File: src/rtl/uart_rx_pkg.sv
package uart_rx_pkg;
  localparam int REG_W = 8;

  // Status word bit positions (fixed layout)
  localparam int SB_AVAIL = 7;
  localparam int SB_PAR   = 6;
  localparam int SB_OVR   = 5;
  localparam int SB_FRM   = 4;
  localparam int SB_BRK   = 3;
  localparam int SB_TXBUF = 2;
  localparam int SB_TXIDL = 1;
  localparam int SB_CTS   = 0;

  typedef enum logic [2:0] {
    FR_IDLE,
    FR_START,
    FR_DATA,
    FR_PAR,
    FR_STOP
  } fr_state_e;

  typedef struct packed {
    logic par_err;
    logic frm_err;
    logic brk;
  } rx_err_t;

  typedef struct packed {
    logic par_en;
    logic par_odd;
    logic two_stop;
  } rx_cfg_t;
endpackage

File: src/rtl/uart_rx_sync.sv
module uart_rx_sync #(
  parameter int STAGES = 2
) (
  input  logic clk,
  input  logic rst_n,
  input  logic d,
  output logic q
);
  logic [STAGES-1:0] chain;

  generate
    if (STAGES == 1) begin : g_one
      always_ff @(posedge clk or negedge rst_n) begin
        if (!rst_n) chain <= '1;
        else        chain <= d;
      end
    end else begin : g_many
      always_ff @(posedge clk or negedge rst_n) begin
        if (!rst_n) chain <= '1;
        else        chain <= {chain[STAGES-2:0], d};
      end
    end
  endgenerate

  assign q = chain[STAGES-1];
endmodule

File: src/rtl/uart_rx_framer.sv
module uart_rx_framer
  import uart_rx_pkg::*;
#(
  parameter int DATA_W = 8,
  parameter int OVS    = 16
) (
  input  logic              clk,
  input  logic              rst_n,
  input  logic              tick,
  input  logic              rx_s,
  input  rx_cfg_t           cfg,
  output logic              done,
  output logic [DATA_W-1:0] data,
  output rx_err_t           err
);
  localparam int CNT_W = $clog2(OVS);
  localparam int IDX_W = (DATA_W > 1) ? $clog2(DATA_W) : 1;
  localparam logic [CNT_W-1:0] MID_CNT  = CNT_W'(OVS / 2 - 1);
  localparam logic [CNT_W-1:0] LAST_CNT = CNT_W'(OVS - 1);
  localparam logic [IDX_W-1:0] TOP_IDX  = IDX_W'(DATA_W - 1);

  fr_state_e        state;
  logic [CNT_W-1:0] cnt;
  logic [IDX_W-1:0] idx;
  logic             armed;
  rx_cfg_t          cfg_q;
  logic             par_bit;
  logic             zero_acc;
  logic             frm_acc;
  logic             second;
  logic             expect_par;

  assign expect_par = (^data) ^ cfg_q.par_odd;

  always_ff @(posedge clk or negedge rst_n) begin
    if (!rst_n) begin
      state    <= FR_IDLE;
      cnt      <= '0;
      idx      <= '0;
      armed    <= 1'b0;
      cfg_q    <= '0;
      par_bit  <= 1'b0;
      zero_acc <= 1'b0;
      frm_acc  <= 1'b0;
      second   <= 1'b0;
      done     <= 1'b0;
      data     <= '0;
      err      <= '0;
    end else begin
      done <= 1'b0;
      if (tick) begin
        unique case (state)
          FR_IDLE: begin
            if (rx_s) begin
              armed <= 1'b1;
            end else if (armed) begin
              state <= FR_START;
              cnt   <= '0;
              armed <= 1'b0;
              cfg_q <= cfg;
            end
          end
          FR_START: begin
            if (cnt == MID_CNT) begin
              cnt <= '0;
              if (!rx_s) begin
                state    <= FR_DATA;
                idx      <= '0;
                zero_acc <= 1'b1;
                frm_acc  <= 1'b0;
                second   <= 1'b0;
                par_bit  <= 1'b0;
              end else begin
                state <= FR_IDLE;
              end
            end else begin
              cnt <= cnt + 1'b1;
            end
          end
          FR_DATA: begin
            if (cnt == LAST_CNT) begin
              cnt      <= '0;
              data     <= {rx_s, data[DATA_W-1:1]};
              zero_acc <= zero_acc & ~rx_s;
              if (idx == TOP_IDX) state <= cfg_q.par_en ? FR_PAR : FR_STOP;
              else                idx   <= idx + 1'b1;
            end else begin
              cnt <= cnt + 1'b1;
            end
          end
          FR_PAR: begin
            if (cnt == LAST_CNT) begin
              cnt      <= '0;
              par_bit  <= rx_s;
              zero_acc <= zero_acc & ~rx_s;
              state    <= FR_STOP;
            end else begin
              cnt <= cnt + 1'b1;
            end
          end
          FR_STOP: begin
            if (cnt == LAST_CNT) begin
              cnt <= '0;
              if (cfg_q.two_stop && !second) begin
                second   <= 1'b1;
                frm_acc  <= frm_acc | ~rx_s;
                zero_acc <= zero_acc & ~rx_s;
              end else begin
                done        <= 1'b1;
                err.frm_err <= frm_acc | ~rx_s;
                err.brk     <= zero_acc & ~rx_s;
                err.par_err <= cfg_q.par_en & (par_bit ^ expect_par);
                state       <= FR_IDLE;
              end
            end else begin
              cnt <= cnt + 1'b1;
            end
          end
          default: state <= FR_IDLE;
        endcase
      end
    end
  end

  AST_DONE_FROM_STOP: assert property (@(posedge clk) disable iff (!rst_n)
    done |-> $past(state) == FR_STOP);
  AST_DONE_SINGLE: assert property (@(posedge clk) disable iff (!rst_n)
    done |=> !done);
  AST_BRK_NEEDS_FRM: assert property (@(posedge clk) disable iff (!rst_n)
    (done && err.brk) |-> err.frm_err);
endmodule

File: src/rtl/uart_rx_status.sv
module uart_rx_status
  import uart_rx_pkg::*;
#(
  parameter int DATA_W = 8
) (
  input  logic              clk,
  input  logic              rst_n,
  input  logic              done,
  input  logic [DATA_W-1:0] rx_data,
  input  rx_err_t           rx_err,
  input  logic              buf_read,
  input  logic              tx_buf_empty,
  input  logic              tx_idle,
  input  logic              cts_level,
  output logic [REG_W-1:0]  status,
  output logic [DATA_W-1:0] buf_q
);
  logic avail, par_f, ovr_f, frm_f, brk_f;
  logic [2:0] tx_q;
  logic load, lost;

  assign load = done & (~avail | buf_read);
  assign lost = done & avail & ~buf_read;

  always_ff @(posedge clk or negedge rst_n) begin
    if (!rst_n) begin
      avail <= 1'b0;
      par_f <= 1'b0;
      frm_f <= 1'b0;
      brk_f <= 1'b0;
      buf_q <= '0;
    end else if (load) begin
      avail <= 1'b1;
      par_f <= rx_err.par_err;
      frm_f <= rx_err.frm_err;
      brk_f <= rx_err.brk;
      buf_q <= rx_data;
    end else if (buf_read) begin
      avail <= 1'b0;
      par_f <= 1'b0;
      frm_f <= 1'b0;
      brk_f <= 1'b0;
    end
  end

  always_ff @(posedge clk or negedge rst_n) begin
    if (!rst_n)                  ovr_f <= 1'b0;
    else if (lost)               ovr_f <= 1'b1;
    else if (buf_read && !avail) ovr_f <= 1'b0;
  end

  always_ff @(posedge clk or negedge rst_n) begin
    if (!rst_n) tx_q <= 3'b110;
    else        tx_q <= {tx_buf_empty, tx_idle, cts_level};
  end

  always_comb begin
    status           = '0;
    status[SB_AVAIL] = avail;
    status[SB_PAR]   = par_f;
    status[SB_OVR]   = ovr_f;
    status[SB_FRM]   = frm_f;
    status[SB_BRK]   = brk_f;
    status[SB_TXBUF] = tx_q[2];
    status[SB_TXIDL] = tx_q[1];
    status[SB_CTS]   = tx_q[0];
  end

  AST_AVAIL_CLEAR: assert property (@(posedge clk) disable iff (!rst_n)
    (buf_read && !done) |=> !status[SB_AVAIL]);
  AST_OVR_STICKY: assert property (@(posedge clk) disable iff (!rst_n)
    (buf_read && status[SB_AVAIL] && status[SB_OVR]) |=> status[SB_OVR]);
  AST_OVR_CLEAR: assert property (@(posedge clk) disable iff (!rst_n)
    (buf_read && !status[SB_AVAIL]) |=> !status[SB_OVR]);
  AST_OLD_BYTE_KEPT: assert property (@(posedge clk) disable iff (!rst_n)
    (done && status[SB_AVAIL] && !buf_read) |=> ($stable(buf_q) && status[SB_OVR]));
  AST_BRK_WITH_FRM: assert property (@(posedge clk) disable iff (!rst_n)
    status[SB_BRK] |-> status[SB_FRM]);
endmodule

File: src/rtl/uart_rx_stat.sv
module uart_rx_stat
  import uart_rx_pkg::*;
#(
  parameter int DATA_W      = 8,
  parameter int OVS         = 16,
  parameter int SYNC_STAGES = 2
) (
  input  logic             clk,
  input  logic             rst_n,
  input  logic             baud_x16,
  input  logic             rx_line,
  input  logic             cfg_par_en,
  input  logic             cfg_par_odd,
  input  logic             cfg_two_stop,
  input  logic             tx_buf_empty,
  input  logic             tx_idle,
  input  logic             cts_level,
  input  logic             rd_en,
  input  logic             rd_sel,
  output logic [REG_W-1:0] rd_data,
  output logic             rd_ack
);
  logic              rx_s;
  logic              fr_done;
  logic [DATA_W-1:0] fr_data;
  rx_err_t           fr_err;
  rx_cfg_t           cfg;
  logic [REG_W-1:0]  status;
  logic [DATA_W-1:0] buf_q;
  logic              buf_read;

  assign cfg      = '{par_en: cfg_par_en, par_odd: cfg_par_odd, two_stop: cfg_two_stop};
  assign buf_read = rd_en & ~rd_sel;

  uart_rx_sync #(.STAGES(SYNC_STAGES)) u_sync (
    .clk (clk),
    .rst_n (rst_n),
    .d (rx_line),
    .q (rx_s)
  );

  uart_rx_framer #(.DATA_W(DATA_W), .OVS(OVS)) u_framer (
    .clk (clk),
    .rst_n (rst_n),
    .tick (baud_x16),
    .rx_s (rx_s),
    .cfg (cfg),
    .done (fr_done),
    .data (fr_data),
    .err (fr_err)
  );

  uart_rx_status #(.DATA_W(DATA_W)) u_status (
    .clk (clk),
    .rst_n (rst_n),
    .done (fr_done),
    .rx_data (fr_data),
    .rx_err (fr_err),
    .buf_read (buf_read),
    .tx_buf_empty (tx_buf_empty),
    .tx_idle (tx_idle),
    .cts_level (cts_level),
    .status (status),
    .buf_q (buf_q)
  );

  always_ff @(posedge clk or negedge rst_n) begin
    if (!rst_n) begin
      rd_data <= '0;
      rd_ack  <= 1'b0;
    end else begin
      rd_ack <= rd_en;
      if (rd_en) rd_data <= rd_sel ? status : REG_W'(buf_q);
    end
  end

  AST_ACK_NEXT: assert property (@(posedge clk) disable iff (!rst_n)
    rd_en |=> rd_ack);
  AST_ACK_ONLY_ON_READ: assert property (@(posedge clk) disable iff (!rst_n)
    !rd_en |=> !rd_ack);
  AST_STATUS_READ_KEEPS: assert property (@(posedge clk) disable iff (!rst_n)
    (rd_en && rd_sel && status[SB_AVAIL]) |=> status[SB_AVAIL]);
endmodule

File: config.mk
export PLATFORM = sky130hd
export DESIGN_NAME = uart_rx_stat
export DESIGN_NICKNAME = d
export VERILOG_FILES = /design/src/rtl/uart_rx_pkg.sv /design/src/rtl/uart_rx_sync.sv /design/src/rtl/uart_rx_framer.sv /design/src/rtl/uart_rx_status.sv /design/src/rtl/uart_rx_stat.sv
export SDC_FILE = /design/constraint.sdc
export NUM_CORES = 1
export LEC_CHECK = 0
export BUFFER_PORTS_ARGS = -buffer_cell sky130_fd_sc_hd__buf_2
export CAP_MARGIN = 30
export CORE_ASPECT_RATIO = 0.6
export CORE_UTILIZATION = 55
export DETAILED_ROUTE_END_ITERATION = 16
export PLACE_DENSITY = 0.75
export SYNTH_ARGS = -nofsm -noshare
export SYNTH_HDL_FRONTEND = slang
export SYNTH_HIERARCHICAL = 1
export SYNTH_SLANG_ARGS = --single-unit
File: constraint.sdc
create_clock -name clk -period 1.9 [get_ports clk]
set_clock_uncertainty 0.05 [all_clocks]
set_input_delay 0.095 -clock clk [delete_from_list [all_inputs] [get_ports clk]]
set_output_delay 0.095 -clock clk [all_outputs]
set_load 0.1 [all_outputs]
Yosys cells after proc, flatten, opt, wreduce, memory -nomap -nowiden. Cells that the tools add are included. Widths: inputs -> output; s select.

Reduce and logical (&&, ||, !) cells: 25. Add/subtract/negate cells: 2. Bitwise gates (word level): 15. Equal/unequal tests: 19. Muxes and demuxes: 50.

Operators with widths (number): $mux 3 (13); $mux 1 (24); $mux 4 (4); $ne 2x1->1 const B (8); $pmux 3 s5 (1); $pmux 4 s3 (1); $reduce_and 4->1 (3); $reduce_and 6->1 (2); $reduce_bool 2->1 (5); $reduce_and 9->1 (1); $mux 8 (1); $ne 2x2->1 const B (4); $reduce_xor 8->1 (1); $reduce_and 7->1 (1); $and 1x1->1 (6); $eq 3x2->1 const B (2); $eq 3x3->1 const B (2); $pmux 1 s2 (3); $pmux 3 s2 (1); $reduce_bool 3->1 (2); $not 1->1 (5); $reduce_and 5->1 (1); $add 4x1->4 const B (1); $eq 4x3->1 const B (1); other kinds (14) (18).

Output and inout port bits: 9. Logic and storage cells: 137. Input port bits: 12. Bits in registers: 57.

Longest topological paths before layout.
Depth in word-level cells: 6. Gate-level depth with buffers: 7. Depth with buffers taken out: 7.

By module. Netlist, hierarchy kept.

Modules (own cells, without submodules): uart_rx_framer (seq. area each 750.7 um^2, cells each 147, instances 1, area each 1569.0 um^2); uart_rx_status (seq. area each 402.9 um^2, cells each 41, instances 1, area each 649.4 um^2); uart_rx_stat (seq. area each 225.2 um^2, cells each 37, instances 1, area each 414.1 um^2); uart_rx_sync (seq. area each 52.6 um^2, cells each 2, instances 1, area each 52.6 um^2).

Worst setup path after synthesis. Ideal clock, no wire load.

Path type: register -> register. From: register u_framer.cnt[0]. To: register u_framer.data[0]. Cell stages (with the launch flop): 6. Period minus slack after synthesis: 1.595 ns. Library setup time: 0.125 ns. Arrival: 1.420 ns. Path slack: 0.305 ns. Path buffers: 0. Required time: 1.725 ns. Path through: dfrtp_1 > ha_1 > and3_1 > nand2_1 > nor2_4 > mux2_2.

Longest elaborated chain between the ends: 2.

Ends and longest elaborated chain: start, declared (line uart_rx_framer.sv:23) `logic [CNT_W-1:0] cnt;`; start signal, assigned (line uart_rx_framer.sv:77) `cnt <= cnt + 1'b1;`; start signal, assigned (line uart_rx_framer.sv:88) `cnt <= cnt + 1'b1;`; start signal, assigned (line uart_rx_framer.sv:98) `cnt <= cnt + 1'b1;`; $eq 4x4->1 (line uart_rx_framer.sv:81) `if (cnt == LAST_CNT) begin`; $reduce_and 3->1 (no line); end signal, assigned (line uart_rx_framer.sv:83) `data <= {rx_s, data[DATA_W-1:1]};`; end, declared (line uart_rx_framer.sv:13) `output logic [DATA_W-1:0] data,`.

No other way between the ends. A chain may end at the register's enable or synchronous reset.

Worst setup path after layout.
From: register u_framer.cnt[0]. To: register u_framer.data[6].

The elaborated chain is that of the path after synthesis.

==> results.py <==
metrics = {
    "status": {
        "status": "completed",
    },
    "layout": {
        "drive_gt1_share_pct": 30.2,
        "final_common_cell": "dfrtp_1",
        "final_util_pct": 66.8,
        "mostFrequentLayoutCells": "dfrtp_1, buf_2, nor2_1, nand2_1, mux2_2",
        "finalNetCount": 272,
        "antenna_cells": 0,
        "n_fill_cell": 351,
        "area_growth_pct": 15.3,
    },
    "die": {
        "initial_core_util_pct": 57.9,
        "io_pins": 21,
        "dieArea_sq_um": 5170,
        "die_h_um": 56.1,
        "fp-row-count": 19,
        "die-width_um": 92.2,
        "core_area_sq_um": 4640,
    },
    "timing": {
        "whs_ns": 0.0635,
        "worstMarginPinSlew_ns": 0.496,
        "max_freq_ghz": 0.568,
        "slew_violations": 0,
        "period_share_pct": 92.6,
        "relSlewSlack_pct": 67.1,
        "min_period_ns": 1.76,
        "rsz0062_at_grt": "false",
        "finalSetupViolations": 0,
        "fin_setup_tns_ns": 0,
        "final_hold_viol_count": 0,
    },
    "pwr": {
        "p_comb_share_pct": 24.8,
        "p_seq_share_pct": 43.5,
        "p_sw_share_pct": 33.1,
        "power.internal_uw": 2380,
        "power_density_nw_per_um2": 1150,
        "clock_power_share_pct": 31.7,
        "power.leakage_uw": 0.00148,
        "p_total_uw": 3550,
        "switchingPower_uw": 1170,
        "ir_worst_vdd_v": 0.000552,
    },
    "place": {
        "hpwl_um": 3470,
        "place_congestion": 0.907,
        "io_buffers": 20,
    },
    "synthesis": {
        "syn-cell-area_sq_um": 2690,
        "synth_top_cells_by_area": "dfrtp_1, mux2_2, dfstp_2, mux2_4, mux2i_1",
        "avgSynthCellArea_sq_um": 11.8,
        "yosys.area_share.simple_pct": 13.6,
        "async_flop_share_pct": 100,
        "synth_top_area_cell": "dfrtp_1",
        "ys.warnings.count": 6,
        "synthDistinctLibCells": 44,
        "synth-xor-area-share_pct": 3.45,
        "synth_top_family_by_area": "multiplexers",
        "netlist_instances": 227,
        "synth_fa_ha_area_share_pct": 1.40,
        "seq_area_frac_synth_pct": 53.3,
        "ys.flop_type": "dfrtp_1",
        "synth_seq_cells": 57,
        "synth_top_area_share_pct": 49.4,
        "synth_edf_count": 0,
        "synth-compound-area-share_pct": 8.85,
        "synth_mux_area_share_pct": 14.4,
        "syn-num-nets": 242,
    },
    "cts": {
        "cts-root-buf": "clkbuf_8",
        "post_cts_buffers": 0,
        "path_clk_slew_ns": 0.06,
        "cts_tree": "yes",
        "clock-sinks": 57,
        "clk-insertion-delay-late_ns": 0.34,
        "clk_path_buf_depth": 2,
        "cts_inserted_buffers": 9,
        "h-tree-depth": 3,
    },
    "worst_setup_path": {
        "reg2reg_setup_slack_ns": 0.14,
        "critPathKind": "reg2reg",
        "cp_slowest_cell": "dfrtp_1",
        "crit_chain": "ha_1 -> and3_1 -> nand2_1 -> nor2_4 -> mux2_2",
        "reg2reg_from": "u_framer/cnt[0]$_DFFE_PN0P_",
        "worstPathArrival_ns": 1.93,
        "endpoint_kind": "flop",
        "worst-path-max-fanout": 8,
        "reg2reg_to": "u_framer/data[6]$_DFFE_PN0P_",
        "cp-start-kind": "flop",
        "crit_required_ns": 2.07,
        "cp_slowest_stage_delay_ns": 0.39,
        "ff2ff_path_depth": 5,
    },
    "global_routing": {
        "grt_usage_pct": 22.7,
        "grt_start_max_net_pins": 58,
        "antenna_found_initial": 0,
        "grt_pass1_vias": 1665,
        "grt_pass1_wl_um": 8470,
        "gr-total-overflow": 0,
    },
    "detailed_routing": {
        "drt_wl_total_um": 5120,
        "vias": 1778,
        "wl_per_cell_um": 15.7,
        "dr.pass1.iters": 4,
        "drtIter0Drc": 141,
        "vias_per_cell": 5.47,
        "drc": 0,
        "final_antenna_net_count": 0,
    },
    "hold_path": {
        "hold-path-cell-count": 2,
        "hold_end": "rd_ack$_DFF_PN0_",
        "min-delay-start": "rd_en",
        "hp-class": "in2reg",
    },
    "job": {
        "cap_violations": 0,
    },
}
## layout make-up
class	instances	area [sq um]	share of cell area [%]
Multi-Input combinational cell	148	1120	36.2
Sequential cell	57	1430	46.2
Timing Repair Buffer	33	230	7.43
Inverter	8	30.0	0.970
Clock inverter	5	53.8	1.74
Clock buffer	11	151	4.89
Tap cell	63	78.8	2.55
## flip-flops by register name (all words and copies together), names as in the netlist, 2 cells and up
signal / count
rd_data: 8
u_framer/data: 8
u_status/buf_q: 8
u_framer/cnt: 4
u_framer/cfg_q: 3
u_framer/err: 3
u_framer/idx: 3
u_framer/state: 3
u_status/tx_q: 3
u_sync/chain: 2
## routing by layer
metal / global-route usage, % / wire (um) / vias up
met5: 0 / 0 / -
met4: 7.37 / 36 / 0
met3: 8.88 / 387 / 4
met2: 30.8 / 2180 / 63
met1: 33.2 / 2520 / 863
li1: - / - / 848
## worst max-delay path, delay by kind of cell (launching register included)
kind,cells,cell delay (ns)
adders and majority gates,1,0.23
DFF,1,0.39
muxes,1,0.38
and+or+nand+nor,3,0.61
## logic make-up (layout without fill, tap and decap cells)
family	Yosys count	after routing
AOI/OAI and AO/OA	37	37
xor gates and xnor gates	9	9
adders and majority gates	3	3
buffers and inverters	22	57
DFF	57	57
muxes	33	33
and+or+nand+nor	66	66
## timing repair
item	CTS	global route
setup endpoints to repair	0	8
hold endpoints to repair	64	0
gates resized for setup	0	1
hold buffers	8	0
## synth_stat cells (2+ instances only)
cell type	instances
buf_4	7
ha_1	3
nor2b_1	3
mux2_4	7
dfrtp_1	53
o2bb2ai_1	2
nor2_1	15
inv_1	8
mux2i_1	10
nor3_1	5
nor2_4	2
dfstp_2	4
a21oi_1	13
mux2_2	15
nand2_1	15
buf_6	3
xnor2_1	8
nand3_1	9
buf_2	3
and3_1	3
nand2b_1	5
o21ai_0	8
a22o_1	4
o21ai_1	2
## how the worst max path moves through the flow
stage	from	endpoint	slack, ns	depth (start not counted)
6_report	u_framer/cnt[0]$_DFFE_PN0P_	u_framer/data[6]$_DFFE_PN0P_	0.14	5
5_1_grt	u_framer/cnt[0]$_DFFE_PN0P_	u_framer/data[0]$_DFFE_PN0P_	0.02	5
4_1_cts	u_framer/state[1]$_DFFE_PN0P_	u_framer/data[6]$_DFFE_PN0P_	0.10	4
3_5_place_dp	u_framer/state[1]$_DFFE_PN0P_	u_framer/data[0]$_DFFE_PN0P_	0.12	4
3_3_place_gp	u_framer/cnt[0]$_DFFE_PN0P_	u_framer/data[1]$_DFFE_PN0P_	0.19	5
2_1_floorplan	u_framer/cnt[0]$_DFFE_PN0P_	u_framer/data[0]$_DFFE_PN0P_	0.30	5
## power by group through the flow
stage	clock (uW)	combinational [uW]	sequential (uW)
floorplan	0	634	1560
global placement	0	839	1550
detailed placement	0	848	1550
CTS	1150	866	1530
global route	1210	960	1570
finish	1130	881	1540
## stage by stage
stage	instance area, sq um	cells	setup slack, ns
2_1_floorplan	2690	227	0.305
3_3_place_gp	2810	301	0.186
3_5_place_dp	2810	301	0.121
4_1_cts	3090	325	0.104
5_1_grt	3100	325	0.0191
6_report	3100	325	0.140
(Power assumes the default switching activity.)
